### config.mk
export PLATFORM = sky130hd
export DESIGN_NAME = plm_packed_clmul
export DESIGN_NICKNAME = d
export VERILOG_FILES = /design/src/rtl/plm_pkg.sv /design/src/rtl/plm_operand_prep.sv /design/src/rtl/plm_lane_mul.sv /design/src/rtl/plm_lane_bank.sv /design/src/rtl/plm_packed_clmul.sv
export SDC_FILE = /design/constraint.sdc
export NUM_CORES = 2
export LEC_CHECK = 0
export ABC_AREA = 1
export BUFFER_PORTS_ARGS = -buffer_cell sky130_fd_sc_hd__buf_2
export CAP_MARGIN = 10
export CORE_MARGIN = 2
export CORE_UTILIZATION = 43
export DETAILED_ROUTE_END_ITERATION = 10
export PLACE_DENSITY_LB_ADDON = 0.3
export REMOVE_ABC_BUFFERS = 1
export SKIP_LAST_GASP = 1
export SYNTH_ARGS = -nofsm -noshare
export SYNTH_HDL_FRONTEND = slang
export SYNTH_HIERARCHICAL = 1
export SYNTH_SLANG_ARGS = --single-unit
### constraint.sdc
create_clock -name vclk -period 4.55
set_clock_uncertainty 0.1 [all_clocks]
set_input_delay 0.91 -clock vclk [all_inputs]
set_output_delay 0.91 -clock vclk [all_outputs]
set_load 0.005 [all_outputs]
### src/rtl/plm_pkg.sv
package plm_pkg;
    localparam int WORD_W = 64;

    typedef enum logic [2:0] {
        MODE_BYTE_TRUNC = 3'd0,
        MODE_BYTE_EVEN  = 3'd1,
        MODE_BYTE_ODD   = 3'd2,
        MODE_BYTE_PACK  = 3'd3,
        MODE_HALF_EVEN  = 3'd4,
        MODE_HALF_ODD   = 3'd5,
        MODE_WORD       = 3'd6,
        MODE_UNUSED     = 3'd7
    } mode_e;

    typedef enum logic [2:0] {
        GRP_B8, GRP_B16, GRP_H32, GRP_W64, GRP_NONE
    } grp_e;

    typedef struct packed {
        logic [WORD_W-1:0] x;
        logic [WORD_W-1:0] y;
        grp_e              grp;
    } prep_t;

    // spread four bytes of a 32-bit value into the low byte of each halfword
    function automatic logic [WORD_W-1:0] spread_bytes(input logic [WORD_W/2-1:0] v);
        logic [WORD_W-1:0] r;
        r = '0;
        for (int k = 0; k < WORD_W/16; k++) r[16*k +: 8] = v[8*k +: 8];
        return r;
    endfunction
endpackage

### src/rtl/plm_operand_prep.sv
module plm_operand_prep
    import plm_pkg::*;
(
    input  logic [WORD_W-1:0] op_a,
    input  logic [WORD_W-1:0] op_b,
    input  logic [2:0]        mode,
    output prep_t             prep
);
    always_comb begin
        prep.x   = op_a;
        prep.y   = op_b;
        prep.grp = GRP_NONE;
        case (mode_e'(mode))
            MODE_BYTE_TRUNC: prep.grp = GRP_B8;
            MODE_BYTE_EVEN:  prep.grp = GRP_B16;
            MODE_BYTE_ODD: begin
                prep.x   = op_a >> 8;
                prep.y   = op_b >> 8;
                prep.grp = GRP_B16;
            end
            MODE_BYTE_PACK: begin
                prep.x   = spread_bytes(op_a[WORD_W/2-1:0]);
                prep.y   = spread_bytes(op_b[WORD_W/2-1:0]);
                prep.grp = GRP_B16;
            end
            MODE_HALF_EVEN:  prep.grp = GRP_H32;
            MODE_HALF_ODD: begin
                prep.x   = op_a >> 16;
                prep.y   = op_b >> 16;
                prep.grp = GRP_H32;
            end
            MODE_WORD:       prep.grp = GRP_W64;
            default:         prep.grp = GRP_NONE;
        endcase
    end
endmodule

### src/rtl/plm_lane_mul.sv
module plm_lane_mul #(
    parameter int IN_W  = 8,
    parameter int OUT_W = 16
) (
    input  logic [IN_W-1:0]  x,
    input  logic [IN_W-1:0]  y,
    output logic [OUT_W-1:0] p
);
    logic [OUT_W-1:0] y_ext;
    assign y_ext = OUT_W'(y);

    always_comb begin
        p = '0;
        for (int i = 0; i < IN_W; i++) begin
            if (x[i]) p = p ^ (y_ext << i);
        end
    end
endmodule

### src/rtl/plm_lane_bank.sv
module plm_lane_bank #(
    parameter int W     = 64,
    parameter int LANES = 4,
    parameter int IN_W  = 8,
    parameter int OUT_W = 16
) (
    input  logic [LANES*IN_W-1:0] x,
    input  logic [LANES*IN_W-1:0] y,
    output logic [W-1:0]          p
);
    localparam int LANE_W = W / LANES;

    for (genvar k = 0; k < LANES; k++) begin : g_lane
        logic [OUT_W-1:0] prod;
        plm_lane_mul #(.IN_W(IN_W), .OUT_W(OUT_W)) u_mul (
            .x (x[k*IN_W +: IN_W]),
            .y (y[k*IN_W +: IN_W]),
            .p (prod)
        );
        assign p[k*LANE_W +: LANE_W] = LANE_W'(prod);
    end
endmodule

### src/rtl/plm_packed_clmul.sv
module plm_packed_clmul
    import plm_pkg::*;
(
    input  logic [63:0] op_a,
    input  logic [63:0] op_b,
    input  logic [2:0]  mode,
    output logic [63:0] result
);
    localparam int N16 = WORD_W / 16;
    localparam int N32 = WORD_W / 32;

    prep_t prep;
    logic [WORD_W-1:0]    p8, p16, p32, p64;
    logic [N16*8-1:0]     x16, y16;
    logic [N32*16-1:0]    x32, y32;

    plm_operand_prep u_prep (.op_a(op_a), .op_b(op_b), .mode(mode), .prep(prep));

    // compact the low element of each lane slot for the widening banks
    for (genvar k = 0; k < N16; k++) begin : g_c16
        assign x16[8*k +: 8] = prep.x[16*k +: 8];
        assign y16[8*k +: 8] = prep.y[16*k +: 8];
    end
    for (genvar k = 0; k < N32; k++) begin : g_c32
        assign x32[16*k +: 16] = prep.x[32*k +: 16];
        assign y32[16*k +: 16] = prep.y[32*k +: 16];
    end

    plm_lane_bank #(.W(WORD_W), .LANES(WORD_W/8), .IN_W(8), .OUT_W(8)) u_b8 (
        .x(prep.x), .y(prep.y), .p(p8));
    plm_lane_bank #(.W(WORD_W), .LANES(N16), .IN_W(8), .OUT_W(16)) u_b16 (
        .x(x16), .y(y16), .p(p16));
    plm_lane_bank #(.W(WORD_W), .LANES(N32), .IN_W(16), .OUT_W(32)) u_h32 (
        .x(x32), .y(y32), .p(p32));
    plm_lane_bank #(.W(WORD_W), .LANES(1), .IN_W(WORD_W/2), .OUT_W(WORD_W)) u_w64 (
        .x(prep.x[WORD_W/2-1:0]), .y(prep.y[WORD_W/2-1:0]), .p(p64));

    always_comb begin
        case (prep.grp)
            GRP_B8:  result = p8;
            GRP_B16: result = p16;
            GRP_H32: result = p32;
            GRP_W64: result = p64;
            default: result = '0;
        endcase
    end

    always_comb begin
        // unused code gives zero
        a_r9_unused_zero: assert (mode != 3'd7 || result == '0);
        // top bit of each widened product field stays clear
        if (mode inside {3'd1, 3'd2, 3'd3}) begin
            for (int k = 0; k < N16; k++)
                a_r10_b16_top: assert (result[16*k+15] == 1'b0);
        end
        if (mode inside {3'd4, 3'd5}) begin
            for (int k = 0; k < N32; k++)
                a_r10_h32_top: assert (result[32*k+31] == 1'b0);
        end
        a_r10_w64_top: assert (mode != 3'd6 || result[63] == 1'b0);
        // zero operand byte isolates its own lane
        if (mode == 3'd0) begin
            for (int k = 0; k < 8; k++)
                a_r2_lane_iso: assert (!(op_a[8*k +: 8] == 8'd0 || op_b[8*k +: 8] == 8'd0)
                                       || result[8*k +: 8] == 8'd0);
        end
        // zero source byte gives a zero halfword
        if (mode == 3'd1) begin
            for (int k = 0; k < 4; k++)
                a_r3_even_zero: assert (op_a[16*k +: 8] != 8'd0 || result[16*k +: 16] == 16'd0);
        end
        if (mode == 3'd2) begin
            for (int k = 0; k < 4; k++)
                a_r4_odd_zero: assert (op_b[16*k+8 +: 8] != 8'd0 || result[16*k +: 16] == 16'd0);
        end
        // packed mode sees only the low word
        a_r5_pack_zero: assert (mode != 3'd3 || op_a[31:0] != 32'd0 || result == '0);
    end
endmodule

==> flow_summary.ini <==
[die]
die_area_mm2 = 0.0967
floorplan.initialDensity_pct = 43.4
top_level_pins = 195
rows = 112
die_width_um = 311
fp.coreArea_mm2 = 0.0933
die_height_um = 311

[pwr]
internal_power_contribution_mw = 5.14
ir_worst_vdd_v = 0.000140
p_leak_nw = 26.3
p_switching_mw = 7.16
power-per-cell-area_mw_per_mm2 = 244
seqPwrFrac_pct = 0
pwr-share-comb_pct = 100.0
swShare_pct = 58.2
clock_power_share_pct = 0

[detailed_routing]
viasPerCell = 5.39
dr_total_vias = 50600
drt_pre_antenna_iters = 9
routed_wirelength_mm = 175
wl_per_cell_um = 18.6
first_iter_violations = 6726
route.antenna.remaining_nets = 0
drcViolationCount = 0

[sta]
finalHoldViolCount = 0
final_worst_setup_slack_ns = -0.407
grt_setup_unrepaired = true
fmax_ghz = 0.202
post_route_hold_slack_ns = 2.67
final_period_minus_worst_setup_slack_ns = 4.96
fin_crit_sh_pct = 109
finalMaxSlewViolations = 0
worst_pin_slew_ns = 0.778
finalSetupViolCount = 56
relSlewSlack_pct = 48.1

[grt]
grt_use_total_pct = 31.9
globalRouteMet1Util_pct = 41.0
grt_pass1_vias = 45500
grt_use_met3_pct = 3.25
global_route_wire_length_before_repair_mm = 251
antenna_violations_before_repair = 5
global_route.peak_usage_layer = met2
grt_residual_overflow = 0
maximum_number_of_pins_on_one_net_before_global_route_repair = 73
grt_util_met2_pct = 53.1

[placement]
numPortBuffers = 195
place_congestion = 0.961
dpl_cell_area_mm2 = 0.0465
dp_hpwl_mm = 113

[worst_setup_path]
critPathMaxFanout = 9
worst_setup_start_kind = input port
worst_ep_arrival_time_ns = 3.95
crit_path_slowest_cell = buf_4
path_class = input port to output port
end_kind = output port
slowest_delay_ns = 0.24
critPathMostFrequentCell = nand2_1
cp.required_ns = 3.54

[synthesis]
synth.most_common_cell = nand2_1
synth_common_cells = nand2_1 (3,650), xnor2_1 (854), inv_1 (706)
synth_top_cells_by_area = nand2_1 (34%), xnor2_1 (18%), xor2_1 (10%)
synth.top_cell.area_share_pct = 33.8
yosysSeqAreaShare_pct = 0
ys_warn_count = 6
synth.avg_cell_area_um2 = 5.27
synth.lib_cells_used.distinct = 34
synthesized_instance_count = 7686
synth.largest_area_cell = nand2_1
syn-cell-area_mm2 = 0.0405

[run_status]
run_status = complete, but fails checks
failed_checks = negative setup slack

[finish]
layout.area.seq_um2 = 0
multi_input_comb_area_mm2 = 0.0348
clock_buffer_count = 0
layout-drive-gt1-share_pct = 18.1
layout.nets = 8281
end_of_flow_core_utilization_pct = 53.9
layout.sequential_cells = 0
postLayoutCellArea_mm2 = 0.0503
area_growth_syn_to_layout_pct = 24.2
fillers = 9335

[worst_hold_path]
worst_hold_path_type = input port to output port

[clocking]
post_cts_hold_buffer_count = 0

[job]
max_cap_viol_count = 0
-- cell usage in the layout (no fill, tap or decap), types with 8 or more instances in the layout --
| master | instances |
|---|---|
| nor2_2 | 29 |
| nor2_1 | 278 |
| buf_4 | 527 |
| buf_12 | 216 |
| buf_2 | 188 |
| nand4_1 | 213 |
| buf_6 | 52 |
| clkbuf_16 | 35 |
| nand2_2 | 155 |
| xnor2_1 | 803 |
| clkinv_1 | 8 |
| inv_2 | 12 |
| xor2_2 | 21 |
| buf_16 | 10 |
| nand2_4 | 33 |
| nand2_1 | 3536 |
| inv_1 | 700 |
| nor2_4 | 8 |
| nand3b_1 | 45 |
| buf_8 | 9 |
| xor2_1 | 465 |
| nand3_1 | 557 |
| nand3_2 | 37 |
| xnor2_2 | 105 |
| nand2b_1 | 18 |
| nand3_4 | 12 |
| or2_1 | 38 |
-- final cells by class --
cell class | instances | share of cell area [%]
repair inverters | 1 | 0.0224
diodes | 1 | 0.00497
inverters | 726 | 5.52
well taps | 1254 | 3.12
repair buffers | 1039 | 22.2
multi-input cells | 6382 | 69.2
-- worst max-delay path: cells and delay by family --
family	cells	cell delay [ns]
and+or+nand+nor	18	1.69
buffers and inverters	11	1.30
-- routing by layer --
| layer | up-vias | share of wire, % |
|---|---|---|
| met1 | 23000 | 39 |
| met2 | 2985 | 44 |
| met4 | 4 | 6.6 |
| met5 | - | 0.016 |
| met3 | 750 | 11 |
| li1 | 23900 | - |
-- metrics by stage --
| stage | setup slack [ns] | total power, mW | std cells | TNS (ns) |
|---|---|---|---|---|
| floorplan | -12.77 | 7.31 | 7107 | -817.07 |
| global placement | -0.238 | 10.9 | 9257 | -7.39 |
| detailed placement | -0.287 | 11.1 | 9257 | -9.53 |
| CTS | -0.148 | 11.4 | 9305 | -5.28 |
| global route | -0.515 | 13.3 | 9402 | -18.44 |
| finish | -0.407 | 12.3 | 9403 | -10.81 |
-- cells by family after synthesis --
kind of cell / Yosys count / synth area share, %
and+or+nand+nor: 4971 / 50.9
other: 7 / 0.0649
buffers and inverters: 1305 / 17.5
AOI/OAI and AO/OA: 3 / 0.0432
xor gates and xnor gates: 1400 / 31.5
-- power groups by stage --
stage	combinational [mW]	sequential (mW)	clock [mW]
2_1_floorplan	7.31	0	0
3_3_place_gp	10.9	0	0
3_5_place_dp	11.1	0	0
4_1_cts	11.4	0	0
5_1_grt	13.3	0	0
6_report	12.3	0	0.0000000452
-- timing repair --
action | 4_1_cts | 5_1_grt
buffers inserted | 35 | 62
endpoints found under the hold margin | 0 | 0
pin swaps | 39 | 138
setup endpoints to repair | 58 | 62
gates resized for setup | 93 | 279
gates cloned | 13 | 38
-- worst paths after layout --
path / startpoint / end / slack [ns] / cells past startpoint
worst max-delay path: mode[0] / result[36] / -0.41 / 29
worst min-delay path: op_a[55] / result[58] / 2.67 / 11
(Power assumes the default switching activity.)
